$ cat config.mk
export PLATFORM = sky130hd
export DESIGN_NAME = nv_slot_store
export DESIGN_NICKNAME = d
export VERILOG_FILES = /design/src/rtl/nvs_pkg.sv /design/src/rtl/nvs_array.sv /design/src/rtl/nvs_timer.sv /design/src/rtl/nvs_ctrl.sv /design/src/rtl/nv_slot_store.sv
export SDC_FILE = /design/constraint.sdc
export NUM_CORES = 1
export LEC_CHECK = 0
export ABC_AREA = 1
export CAP_MARGIN = 0
export CELL_PAD_IN_SITES_DETAIL_PLACEMENT = 0
export CELL_PAD_IN_SITES_GLOBAL_PLACEMENT = 1
export CORE_ASPECT_RATIO = 1.75
export CORE_MARGIN = 1.5
export CORE_UTILIZATION = 46
export CTS_BUF_LIST = sky130_fd_sc_hd__clkbuf_4
export DETAILED_ROUTE_END_ITERATION = 8
export MAX_ROUTING_LAYER = met4
export PLACE_DENSITY_LB_ADDON = 0.1
export SKIP_LAST_GASP = 1
export SLEW_MARGIN = 10
export SYNTH_ARGS = -nofsm -noshare
export SYNTH_HDL_FRONTEND = slang
export SYNTH_SLANG_ARGS = --single-unit
$ cat constraint.sdc
create_clock -name clk_i -period 2.2 [get_ports clk_i]
set_input_delay 0.44 -clock clk_i [delete_from_list [all_inputs] [get_ports clk_i]]
set_output_delay 0.44 -clock clk_i [all_outputs]
set_load 0.02 [all_outputs]
$ cat src/rtl/nvs_pkg.sv
package nvs_pkg;
  typedef enum logic [2:0] {
    OP_NOP     = 3'd0,
    OP_RD_TAP  = 3'd1,
    OP_RD_SLOT = 3'd2,
    OP_PROG    = 3'd3,
    OP_LOAD    = 3'd4,
    OP_SAVE    = 3'd5,
    OP_ERASE   = 3'd6,
    OP_RSVD    = 3'd7
  } nvs_op_e;

  // ops that hold ready low for a store cycle
  function automatic logic op_flow(nvs_op_e op);
    return op inside {OP_RD_TAP, OP_RD_SLOT, OP_PROG, OP_LOAD, OP_SAVE};
  endfunction

  // ops that write a word at cycle end
  function automatic logic op_store(nvs_op_e op);
    return (op == OP_PROG) || (op == OP_SAVE);
  endfunction
endpackage

$ cat src/rtl/nvs_array.sv
module nvs_array #(
  parameter int N_WORDS = 16,
  parameter int WORD_W  = 9,
  localparam int AW     = $clog2(N_WORDS)
) (
  input  logic              clk_i,
  input  logic              rst_ni,
  input  logic              erase_i,
  input  logic              prog_i,
  input  logic [AW-1:0]     addr_i,
  input  logic [WORD_W-1:0] mask_i,
  input  logic [AW-1:0]     raddr_i,
  output logic [WORD_W-1:0] rdata_o
);
  logic [WORD_W-1:0] words [N_WORDS];

  for (genvar g = 0; g < N_WORDS; g++) begin : g_word
    logic [WORD_W-1:0] word_q;
    logic              hit;
    assign hit = (addr_i == AW'(g));
    always_ff @(posedge clk_i or negedge rst_ni) begin
      if (!rst_ni)            word_q <= '1;
      else if (erase_i && hit) word_q <= '1;
      else if (prog_i && hit)  word_q <= word_q & mask_i;  // cells only clear
    end
    assign words[g] = word_q;
  end

  assign rdata_o = words[raddr_i];
endmodule

$ cat src/rtl/nvs_timer.sv
module nvs_timer #(
  parameter int STORE_CYCLES = 8,
  parameter int GUARD_CYCLES = 2,
  localparam int CNT_W = $clog2(STORE_CYCLES + 1),
  localparam int GRD_W = $clog2(GUARD_CYCLES + 2)
) (
  input  logic clk_i,
  input  logic rst_ni,
  input  logic start_i,
  output logic busy_o,
  output logic done_o,
  output logic guard_o
);
  logic [CNT_W-1:0] cnt_q;
  logic [GRD_W-1:0] grd_q;
  logic             busy_q;

  assign busy_o  = busy_q;
  assign done_o  = busy_q && (cnt_q == '0);
  assign guard_o = (grd_q != '0);

  always_ff @(posedge clk_i or negedge rst_ni) begin
    if (!rst_ni) begin
      busy_q <= 1'b0;
      cnt_q  <= '0;
      grd_q  <= '0;
    end else begin
      if (start_i) begin
        busy_q <= 1'b1;
        cnt_q  <= CNT_W'(STORE_CYCLES - 1);
      end else if (done_o) begin
        busy_q <= 1'b0;
      end else if (busy_q) begin
        cnt_q <= cnt_q - 1'b1;
      end
      if (done_o)       grd_q <= GRD_W'(GUARD_CYCLES);
      else if (guard_o) grd_q <= grd_q - 1'b1;
    end
  end
endmodule

$ cat src/rtl/nvs_ctrl.sv
module nvs_ctrl
  import nvs_pkg::*;
#(
  parameter int CH_W   = 2,
  parameter int SL_W   = 2,
  parameter int WORD_W = 9,
  localparam int AW    = CH_W + SL_W
) (
  input  logic              clk_i,
  input  logic              rst_ni,
  input  logic              cs_n_i,
  input  logic              wp_n_i,
  input  logic              req_valid_i,
  input  nvs_op_e           req_op_i,
  input  logic [CH_W-1:0]   req_chan_i,
  input  logic [SL_W-1:0]   req_slot_i,
  input  logic [WORD_W-1:0] req_data_i,
  input  logic [WORD_W-1:0] tap_word_i,
  input  logic              busy_i,
  input  logic              done_i,
  input  logic              guard_i,
  input  logic [WORD_W-1:0] rdata_i,
  output logic              accept_o,
  output logic              cs_fall_o,
  output logic              start_o,
  output logic              erase_o,
  output logic              prog_o,
  output logic [AW-1:0]     addr_o,
  output logic [AW-1:0]     raddr_o,
  output logic [WORD_W-1:0] mask_o,
  output logic              rdy_o,
  output logic              err_o,
  output logic              rd_valid_o,
  output logic [WORD_W-1:0] rd_data_o,
  output logic              load_valid_o,
  output logic [CH_W-1:0]   load_chan_o,
  output logic [WORD_W-1:0] load_data_o
);
  nvs_op_e           op_q;
  logic [AW-1:0]     addr_q;
  logic [WORD_W-1:0] data_q, tap_q;
  logic              wp_ok_q, released_q, cs_q, err_q;
  logic              rd_valid_q, load_valid_q;
  logic [WORD_W-1:0] rd_data_q, load_data_q;
  logic [CH_W-1:0]   load_chan_q;

  assign accept_o  = req_valid_i && !busy_i && !guard_i;
  assign cs_fall_o = cs_q && !cs_n_i;
  assign start_o   = accept_o && op_flow(req_op_i);
  assign erase_o   = accept_o && (req_op_i == OP_ERASE) && wp_n_i;
  assign prog_o    = done_i && op_store(op_q) && wp_ok_q;
  assign addr_o    = busy_i ? addr_q : {req_chan_i, req_slot_i};
  assign raddr_o   = addr_q;
  assign mask_o    = (op_q == OP_SAVE) ? tap_q : data_q;

  assign rdy_o        = !busy_i || released_q;
  assign err_o        = err_q;
  assign rd_valid_o   = rd_valid_q;
  assign rd_data_o    = rd_data_q;
  assign load_valid_o = load_valid_q;
  assign load_chan_o  = load_chan_q;
  assign load_data_o  = load_data_q;

  always_ff @(posedge clk_i or negedge rst_ni) begin
    if (!rst_ni) begin
      op_q    <= OP_NOP;
      addr_q  <= '0;
      data_q  <= '0;
      tap_q   <= '0;
      wp_ok_q <= 1'b1;
    end else if (accept_o) begin
      op_q    <= req_op_i;
      addr_q  <= {req_chan_i, req_slot_i};
      data_q  <= req_data_i;
      tap_q   <= tap_word_i;
      wp_ok_q <= wp_n_i;
    end
  end

  always_ff @(posedge clk_i or negedge rst_ni) begin
    if (!rst_ni) begin
      cs_q       <= 1'b1;
      released_q <= 1'b0;
      err_q      <= 1'b0;
    end else begin
      cs_q  <= cs_n_i;
      err_q <= req_valid_i && !accept_o;
      if (accept_o || done_i)        released_q <= 1'b0;
      else if (cs_fall_o && busy_i)  released_q <= 1'b1;
    end
  end

  always_ff @(posedge clk_i or negedge rst_ni) begin
    if (!rst_ni) begin
      rd_valid_q   <= 1'b0;
      rd_data_q    <= '0;
      load_valid_q <= 1'b0;
      load_data_q  <= '0;
      load_chan_q  <= '0;
    end else begin
      rd_valid_q   <= done_i && (op_q == OP_RD_SLOT);
      load_valid_q <= done_i && (op_q == OP_LOAD);
      if (done_i && op_q == OP_RD_SLOT) rd_data_q <= rdata_i;
      if (done_i && op_q == OP_LOAD) begin
        load_data_q <= rdata_i;
        load_chan_q <= addr_q[AW-1:SL_W];
      end
    end
  end
endmodule

$ cat src/rtl/nv_slot_store.sv
module nv_slot_store
  import nvs_pkg::*;
#(
  parameter int N_CHAN       = 4,
  parameter int N_SLOT       = 4,
  parameter int WORD_W       = 9,
  parameter int STORE_CYCLES = 8,
  parameter int GUARD_CYCLES = 2,
  localparam int CH_W    = $clog2(N_CHAN),
  localparam int SL_W    = $clog2(N_SLOT),
  localparam int N_WORDS = N_CHAN * N_SLOT,
  localparam int AW      = CH_W + SL_W
) (
  input  logic              clk_i,
  input  logic              rst_ni,
  input  logic              cs_n_i,
  input  logic              wp_n_i,
  input  logic              req_valid_i,
  input  logic [2:0]        req_op_i,
  input  logic [CH_W-1:0]   req_chan_i,
  input  logic [SL_W-1:0]   req_slot_i,
  input  logic [WORD_W-1:0] req_data_i,
  input  logic [WORD_W-1:0] tap_word_i,
  output logic              rdy_o,
  output logic              err_o,
  output logic              rd_valid_o,
  output logic [WORD_W-1:0] rd_data_o,
  output logic              load_valid_o,
  output logic [CH_W-1:0]   load_chan_o,
  output logic [WORD_W-1:0] load_data_o
);
  logic              accept_w, cs_fall_w, start_w, erase_w, prog_w;
  logic              busy_w, done_w, guard_w;
  logic [AW-1:0]     addr_w, raddr_w;
  logic [WORD_W-1:0] mask_w, rdata_w;

  nvs_timer #(
    .STORE_CYCLES(STORE_CYCLES),
    .GUARD_CYCLES(GUARD_CYCLES)
  ) u_timer (
    .clk_i  (clk_i),
    .rst_ni (rst_ni),
    .start_i(start_w),
    .busy_o (busy_w),
    .done_o (done_w),
    .guard_o(guard_w)
  );

  nvs_ctrl #(
    .CH_W  (CH_W),
    .SL_W  (SL_W),
    .WORD_W(WORD_W)
  ) u_ctrl (
    .clk_i       (clk_i),
    .rst_ni      (rst_ni),
    .cs_n_i      (cs_n_i),
    .wp_n_i      (wp_n_i),
    .req_valid_i (req_valid_i),
    .req_op_i    (nvs_op_e'(req_op_i)),
    .req_chan_i  (req_chan_i),
    .req_slot_i  (req_slot_i),
    .req_data_i  (req_data_i),
    .tap_word_i  (tap_word_i),
    .busy_i      (busy_w),
    .done_i      (done_w),
    .guard_i     (guard_w),
    .rdata_i     (rdata_w),
    .accept_o    (accept_w),
    .cs_fall_o   (cs_fall_w),
    .start_o     (start_w),
    .erase_o     (erase_w),
    .prog_o      (prog_w),
    .addr_o      (addr_w),
    .raddr_o     (raddr_w),
    .mask_o      (mask_w),
    .rdy_o       (rdy_o),
    .err_o       (err_o),
    .rd_valid_o  (rd_valid_o),
    .rd_data_o   (rd_data_o),
    .load_valid_o(load_valid_o),
    .load_chan_o (load_chan_o),
    .load_data_o (load_data_o)
  );

  nvs_array #(
    .N_WORDS(N_WORDS),
    .WORD_W (WORD_W)
  ) u_array (
    .clk_i  (clk_i),
    .rst_ni (rst_ni),
    .erase_i(erase_w),
    .prog_i (prog_w),
    .addr_i (addr_w),
    .mask_i (mask_w),
    .raddr_i(raddr_w),
    .rdata_o(rdata_w)
  );
endmodule

== After elaboration in Yosys (flattened, before gate mapping) ==
Index checks and enable logic that the tools add are counted.
W data, S select, Z words.
Word-level totals
  register bits: 202
  input bits: 30
  output and inout bits: 24
Cells by class
  $add $sub $neg: 2
  magnitude comparators: 1
  eq/ne operators: 26
  muxes and demuxes: 46
  bitwise gates (word level): 17
  reduce and logical (&&, ||, !) cells: 77
Operator list (number)
  $mux W9: 35
  $and A9 B9 Y9: 16
  $logic_and A1 B1 Y1: 45
  $reduce_bool A2 Y1: 21
  $bmux W9 S4: 1
  $eq A4 B4 Y1 const B: 8
  $eq A4 B3 Y1 const B: 4
  $mux W4: 4
  $eq A3 B3 Y1 const B: 5
  $eq A3 B2 Y1 const B: 4
  $eq A4 B2 Y1 const B: 2
  $logic_not A4 Y1: 2
  $ge A5 B5 Y1 const B: 1
  $not A4 Y5: 1
  $reduce_bool A5 Y1: 1
  $eq A4 B1 Y1 const B: 1
  $logic_not A1 Y1: 4
  $mux W1: 4
  $mux W2: 2
  $sub A4 B1 Y4 const B: 1
  $eq A3 B1 Y1 const B: 1
  $logic_or A1 B1 Y1: 3
  $ne A2 B2 Y1 const B: 1
  $reduce_and A2 Y1: 1
  $sub A2 B1 Y2 const B: 1

== Longest topological paths before layout ==
Gate-level depths: netlist of run 1.
  depth in word-level cells: 7
  mapped depth: 10
  mapped depth without buffers: 9

== Modules after synthesis ==
Synthesis of run 1 repeated with hierarchy kept, for this count alone.
Second synthesis, totals
  cells, all modules: 1258
  area, all modules: 9779.4 µm²
Modules (own cells, without submodules)
  nvs_array: times used 1, cells an instance 937, area an instance 7120.6 µm², sequential area each 3783.6 µm²
  nvs_ctrl: times used 1, cells an instance 273, area an instance 2260.9 µm², sequential area each 1278.7 µm²
  nvs_timer: times used 1, cells an instance 48, area an instance 397.9 µm², sequential area each 175.2 µm²

== Least setup slack after synthesis of run 1 ==
No wires, ideal clock.
  path type: register to register
  from: register u_timer.cnt_q[0]
  to: register u_array.g_word[6].word_q[0]
  setup time: 0.079 ns
  arrival time: 1.615 ns
  slack: 0.506 ns
  stages on the path, launching flop included: 11
  path buffers: 1
  clock period less this slack: 1.694 ns
  path through: dfrtp_1 -> inv_1 -> ha_1 -> nand3_1 -> nor2_2 -> nand3_4 -> buf_6 -> nor2_4 -> nand2_1 -> nand2_1 -> nand2_1
Between the ends
  cells in the longest elaborated chain, start to end: 6
RTL lines
  start, declared: line nvs_timer.sv:14  | logic [CNT_W-1:0] cnt_q;
  start signal, assigned: line nvs_timer.sv:30  | cnt_q <= CNT_W'(STORE_CYCLES - 1);
  start signal, assigned: line nvs_timer.sv:34  | cnt_q <= cnt_q - 1'b1;
  $logic_not A4 Y1: line nvs_timer.sv:19  | assign done_o = busy_q && (cnt_q == '0);
  $logic_and A1 B1 Y1: line nvs_timer.sv:19
  $logic_and A1 B1 Y1 (2 in a row): line nvs_ctrl.sv:51  | assign prog_o = done_i && op_store(op_q) && wp_ok_q;
  $logic_and A1 B1 Y1: line nvs_array.sv:24  | else if (prog_i && hit) word_q <= word_q & mask_i;
  $reduce_bool A2 Y1 (no line)
  end signal, assigned: line nvs_array.sv:24
  end, declared: line nvs_array.sv:18  | logic [WORD_W-1:0] word_q;
Every way passes these cells.
A chain may end at the register's enable or synchronous reset.

== Worst setup path in the final report of run 1 ==
  from: register u_ctrl.load_data_q[5] (netlist: u_ctrl.load_data_o[5])
  to: output port load_data_o[5]
RTL lines
  start, declared: line nvs_ctrl.sv:44  | logic [WORD_W-1:0] rd_data_q, load_data_q;
  start signal, assigned: line nvs_ctrl.sv:105  | load_data_q <= rdata_i;
  end, declared: line nv_slot_store.sv:30  | output logic [WORD_W-1:0] load_data_o
No word-level cell between the ends.

==> impl_results.md, run 1 <==
- Detailed placement HPWL: 20.1 mm
- Fillers: 2,175
- Crit-path slowest cell: clkdlybuf4s50_1
- CP delay by family, top: buffers and inverters
- Clock transition at the registers of the reported paths: 70 ps
- Routed via count: 8,866
- Routed len/inst: 16.4 um
- Leakage: 5.87 nW
- FF+latch count, synth: 202
- Post-CTS Setup Repair Bufs: 0
- Routability Congestion: 0.837
- Final #Nets: 1,509
- Synth Net Count: 1,400
- Antenna viol nets, final: 0
- CP peak stage delay: 610 ps
- Core area: 0.0216 mm2
- Die width: 115 um
- Synth top area cells: dfstp_2, nand2_1, dfrtp_1
- Crit-path cells: clkdlybuf4s50_1
- Worst-Margin Slew: 601 ps
- Design area: 0.0121 mm2
- Crit path max fanout: 2
- Most frequent cells in the layout: nand2_1, dfstp_2, inv_1
- Die area: 0.0231 mm2
- Initial Util: 47.2%
- First-pass GRT wire length: 47.1 mm
- Layout cell share with drive strength beyond 1: 22.2%
- FP Rows: 71
- Setup-failing EPs final: 0
- Via-per-instance ratio: 4.90
- Avg Synthesized Cell Area: 7.45 um2
- Largest net degree at the start of global routing: 52
- Die H: 200 um
- Total global-route track usage: 28.1%
- Clk_skew: 37.9 ps
- Synthesis-to-finish area growth: 19.2%
- Dpl cell area: 0.0114 mm2
- Library cells used by synthesis: 27
- Peak VDD IR: 0.00101 V
- CP Data Required Time: 1760 ps
- Crit Path Class: reg2out
- Pre-CTS setup slack: 37.1 ps
- Top-level I/O count: 54
- Fmax achieved: 472 MHz
- Root Buffer: clkbuf_4
- Initial antenna violation count: 1
- Port bufs: 53
- Worst skew pair latency: 720 ps
- Clock sink count: 202
- Commonest non-fill, non-tap cell in the layout: nand2_1
- Max-slew violations: 0
- CTS tree: done
- Data arrival time of the critical path: 1680 ps
- Status: completed
- YS warnings: 0
- Max_slew headroom: 60.0%
- Worst Hold Class: in2reg
- Max_cap viols: 0
- DRC: 0
- Final hold violation count: 0
- Final Worst Setup Slack: 82.9 ps
- Grt ovf: 0
- Crit path capture type: output pin
- Register area share after synthesis: 51.5%
- Final wirelength: 29.6 mm
- Synthesized area: 0.0102 mm2
- P per Cell Area: 1160 mW/mm2
- First DRT Iteration DRCs: 494
- Number of global-route vias before repair: 8,861
- Period Utilization, post-route: 96.2%
- Area leader, netlist: dfstp_2
- Synthesized instance count: 1,367
- Drt pass-1 iters: 5
- CP startpoint kind: flip-flop
- CTS max path bufs: 3
- CTS buffer count: 52
- Min Tclk post-route: 2120 ps
- Top-area cell type share of the netlist area: 37.7%
- Buf/Inv on CP: 1
- Number of H-tree levels: 2
[report_power, final]
group | switching (mW) | internal (mW) | total, mW | leakage, nW
Combinational | 3.92 | 1.72 | 5.64 | 3.23
Sequential | 0.371 | 4.49 | 4.86 | 2.23
Clock | 1.61 | 1.94 | 3.55 | 0.421
Total | 5.91 | 8.14 | 14.1 | 5.87
[cells in the mapped netlist, drive strengths merged]
cell type and number:
inv 135, nand3b 1, mux2i 9, nor2 31
dfstp 146, o211ai 1, dfrtp 56, o21ai 18
nor4 1, nor3 2, a211oi 1, nand3 134
buf 10, clkbuf 38, ha 3, nand2 778
clkinv 3
[registers in the layout (all words and copies together) (netlist names), 2 cells and up]
name,flops
u_array.g_word.word_q,144
u_ctrl.data_q,9
u_ctrl.load_chan_o,2
u_ctrl.load_data_o,9
u_ctrl.op_q,3
u_ctrl.raddr_o,4
u_ctrl.rd_data_o,9
u_ctrl.tap_q,9
u_timer.cnt_q,4
u_timer.grd_q,2
[cell type report]
class | instances | area [um2] | share of cell area, %
multi-input combinational | 979 | 4260 | 35.1
timing repair inverter | 1 | 5.00 | 0.0412
tap | 292 | 365 | 3.01
antenna | 2 | 5.00 | 0.0412
clock inverter | 18 | 148 | 1.22
timing repair buffer | 102 | 1020 | 8.38
clock buffer | 76 | 571 | 4.70
inverter | 138 | 522 | 4.30
sequential | 202 | 5240 | 43.2
[per-layer routing]
layer  wire [um]  part of all wire [%]  vias to the layer above  GRT usage (%)
met2       15500                    52                      197           49.0
met3        1150                   3.9                       81           4.44
met1       11100                    37                     4205           29.5
met4        1910                   6.4                        0           17.2
met5           0                     0                        -              -
li1            -                     -                     4383              -
[path summary, 6_finish.rpt]
path	from	depth (start not counted)	endpoint	slack [ps]
setup / recovery	u_ctrl.load_data_o[5]	1	load_data_o[5]	80
hold / removal	cs_n_i	1	u_ctrl.cs_q	170
setup reg to reg	u_timer.cnt_q[0]	10	u_ctrl.rd_data_o[6]	230
hold reg to reg	u_array.g_word[4].word_q[3]	2	u_array.g_word[4].word_q[3]	460
max in group asynchronous	rst_ni	3	u_array.g_word[13].word_q[0]	1160
min in group asynchronous	rst_ni	2	u_timer.cnt_q[3]	280
[cell families (layout without fill, tap and decap cells)]
| logic type | after synthesis | count (layout) | share of synthesized area (%) |
|---|---|---|---|
| simple gates | 947 | 947 | 39.1 |
| mux | 9 | 9 | 0.885 |
| fa+ha+maj | 3 | 3 | 0.369 |
| flops | 202 | 202 | 51.5 |
| buf+inv | 186 | 335 | 7.02 |
| compound gates | 20 | 20 | 1.22 |
| other cells | 0 | 2 | 0 |
[stage by stage]
stage               total power [mW]  hold slack (ps)  TNS [ps]  cells  util (%)
floorplan                       8.15              144         0   1367         -
global placement                10.5              444         0   1712      52.8
detailed placement              10.6              450         0   1712      52.8
CTS                             14.2              119         0   1807      56.1
global route                    15.0              154     -6.13   1810      56.2
finish                          14.1              175         0   1810      56.2
[what timing repair did]
| action | in CTS | in global routing |
|---|---|---|
| cloned | 0 | 1 |
| setup endpoints to repair | 2 | 12 |
| endpoints found under the hold margin | 15 | 0 |
| hold buffers | 1 | 0 |
| gates resized for setup | 2 | 3 |
| pin swaps | 0 | 0 |
No activity file was read; power rests on OpenSTA's default activity.
==> run 2: changes to the inputs <==
Settings changed: REMOVE_ABC_BUFFERS from default to 1.
==> run 2 against run 1 <==
Sequential share of layout area increased by 0.68 points. Cell area decreased by 1.5%. Count of clock-buffer cells in the layout decreased by 2. Routed wire length decreased by 4.8%. Maximum frequency increased by 1.7%. Critical path depth unchanged. Critical endpoint is now load_data_o[1]. Largest cell class unchanged. Largest power group unchanged.
==> impl_results.md, run 2 (synthesis gave the netlist of run 1 again) <==
- Status: completed
- Worst Hold Class: in2reg
- Detailed placement HPWL: 18.5 mm (-7.9%)
- Reg2Reg Setup Slack: 300 ps (+70 ps)
- Die H: 200 um (unchanged)
- Layout cell share with drive strength beyond 1: 21.6% (-0.54 points)
- Largest net degree at the start of global routing: 73 (+40%)
- Routed via count: 8,791 (-0.85%)
- Root Buffer: clkbuf_4
- Crit Path Class: reg2out
- Fin util: 55.3% (-0.87 points)
- Number of H-tree levels: 2 (unchanged)
- Antenna viol nets, final: 0 (unchanged)
- Peak VDD IR: 0.000704 V (-30%)
- Cells on worst reg2reg path: 10 (unchanged)
- Pre-CTS setup slack: 14.3 ps (-22.8 ps)
- Period Utilization, post-route: 94.6% (-1.6 points)
- P per Cell Area: 1120 mW/mm2 (-2.9%)
- Clock sink count: 202 (unchanged)
- Most frequent cells in the layout: nand2_1, dfstp_2, inv_1
- RR Endpoint: u_ctrl.rd_data_o[7]
- Placed Cells: 1,703 (-0.53%)
- Biggest register: u_array.g_word.word_q
- CTS tree: done
- Crit path capture type: output pin
- Setup-failing EPs final: 0 (unchanged)
- Worst-Margin Slew: 450 ps (-151 ps)
- Clock transition at the registers of the reported paths: 60 ps (about the same)
- CP Data Required Time: 1760 ps (about the same)
- CTS buffer count: 48 (-7.7%)
- FP Rows: 71 (unchanged)
- Crit path from: u_ctrl.load_data_o[1]
- Drt pass-1 iters: 4 (-1)
- Worst hold margin: 226 ps (+51.7 ps)
- Fmax achieved: 480 MHz (+1.7%)
- Total global-route track usage: 27.2% (-0.93 points)
- Initial antenna violation count: 1 (unchanged)
- Worst skew pair latency: 680 ps (-40 ps)
- DRC: 0 (unchanged)
- Final #Nets: 1,498 (-0.73%)
- Synthesis-to-finish area growth: 17.3%
- Crit-path slowest cell: clkdlybuf4s50_1
- Finished Layout Cells: 1,796 (-0.77%)
- CP startpoint kind: flip-flop
- CTS max path bufs: 3 (unchanged)
- Dpl cell area: 0.0113 mm2 (-0.81%)
- Via-per-instance ratio: 4.89 (about the same)
- Final Worst Setup Slack: 119 ps (+35.9 ps)
- Max-slew violations: 0 (unchanged)
- Leakage: 5.77 nW (-1.9%)
- Min Tclk post-route: 2080 ps (-35.9 ps)
- Power, Total: 13.4 mW (-4.4%)
- Routed len/inst: 15.7 um (-4.0%)
- Final setup TNS: 0 ps (unchanged)
- Worst Setup EP: load_data_o[1]
- CP delay by family, top: buffers and inverters
- Grt ovf: 0 (unchanged)
- Crit-path cells: clkdlybuf4s50_1
- First DRT Iteration DRCs: 494 (unchanged)
- Die area: 0.0231 mm2 (unchanged)
- Design area: 0.0119 mm2 (-1.5%)
- RSZ-0062 raised after global routing: no
- Reg2reg start: u_timer.cnt_q[0]
- Port bufs: 53 (unchanged)
- Top-level I/O count: 54 (unchanged)
- Clk_skew: 37.1 ps (-0.826 ps)
- Max_cap viols: 0 (unchanged)
- Initial Util: 47.2% (unchanged)
- Crit path max fanout: 2 (unchanged)
- Data arrival time of the critical path: 1640 ps (-40 ps)
- Buf/Inv on CP: 1 (unchanged)
- Core area: 0.0216 mm2 (unchanged)
- Fillers: 2,217 (+1.9%)
- Max FFs per register: 144 (unchanged)
- Final wirelength: 28.2 mm (-4.8%)
- Die width: 115 um (unchanged)
- Levels on crit path: 1 (unchanged)
- First-pass GRT wire length: 46.3 mm (-1.8%)
- CP peak stage delay: 630 ps (+20 ps)
- Routability Congestion: 0.875 (+4.6%)
- Hold Crit Start: cs_n_i
- Number of global-route vias before repair: 8,870 (+0.10%)
- Commonest non-fill, non-tap cell in the layout: nand2_1
- Final hold violation count: 0 (unchanged)
- Max_slew headroom: 70.0% (+10 points)
-- run 2: changes by cell type in the layout (fill, tap and decap cells not counted) --
| cell | change |
|---|---|
| buf_12 | -2 |
| diode_2 | -1 |
| clkinv_2 | +2 |
| clkdlybuf4s50_1 | +2 |
| dlygate4sd2_1 | -1 |
| inv_2 | -1 |
| bufinv_16 | -3 |
| dlymetal6s2s_1 | -1 |
| buf_4 | -5 |
| clkbuf_4 | -2 |
| clkinv_1 | -2 |
-- run 2: layout make-up --
cell class	count	area (um2)	area share (%)
sequential	202	5240	43.9
multi-input combinational	979	4260	35.7
timing repair buffer	95	938	7.86
clock buffer	74	556	4.65
inverter	138	522	4.37
tap	292	365	3.06
clock inverter	14	56.3	0.471
timing repair inverter	1	5.00	0.0419
antenna	1	2.50	0.0209
-- run 2: layer usage --
metal	track usage, %	routed length, um	vias up
met5	-	0	-
met2	46.3	14300	228
met4	12.2	1180	0
met1	31.6	11400	4121
met3	4.20	1290	74
li1	-	-	4368
-- run 2: report_power, final --
part / switching (mW) / leakage [nW] / internal (mW)
logic: 3.85 / 3.17 / 1.68
clock network: 1.50 / 0.369 / 1.54
registers: 0.380 / 2.23 / 4.49
total: 5.73 / 5.77 / 7.70
-- run 2: how the worst min path moves through the flow --
| stage | cells after the start | to | slack, ps |
|---|---|---|---|
| floorplan | 0 | u_ctrl.data_q[0] | 140 |
| global placement | 1 | u_ctrl.tap_q[4] | 420 |
| detailed placement | 1 | u_ctrl.tap_q[4] | 420 |
| CTS | 1 | u_ctrl.cs_q | 170 |
| global route | 1 | u_ctrl.cs_q | 180 |
| finish | 1 | u_ctrl.cs_q | 230 |
-- run 2: repair_timing --
item,4_1_cts,5_1_grt
endpoints found under the hold margin,29,0
gates resized for setup,1,2
endpoints found under the setup margin,1,19
hold buffers,1,0
gates cloned,0,1
buffers inserted,0,2
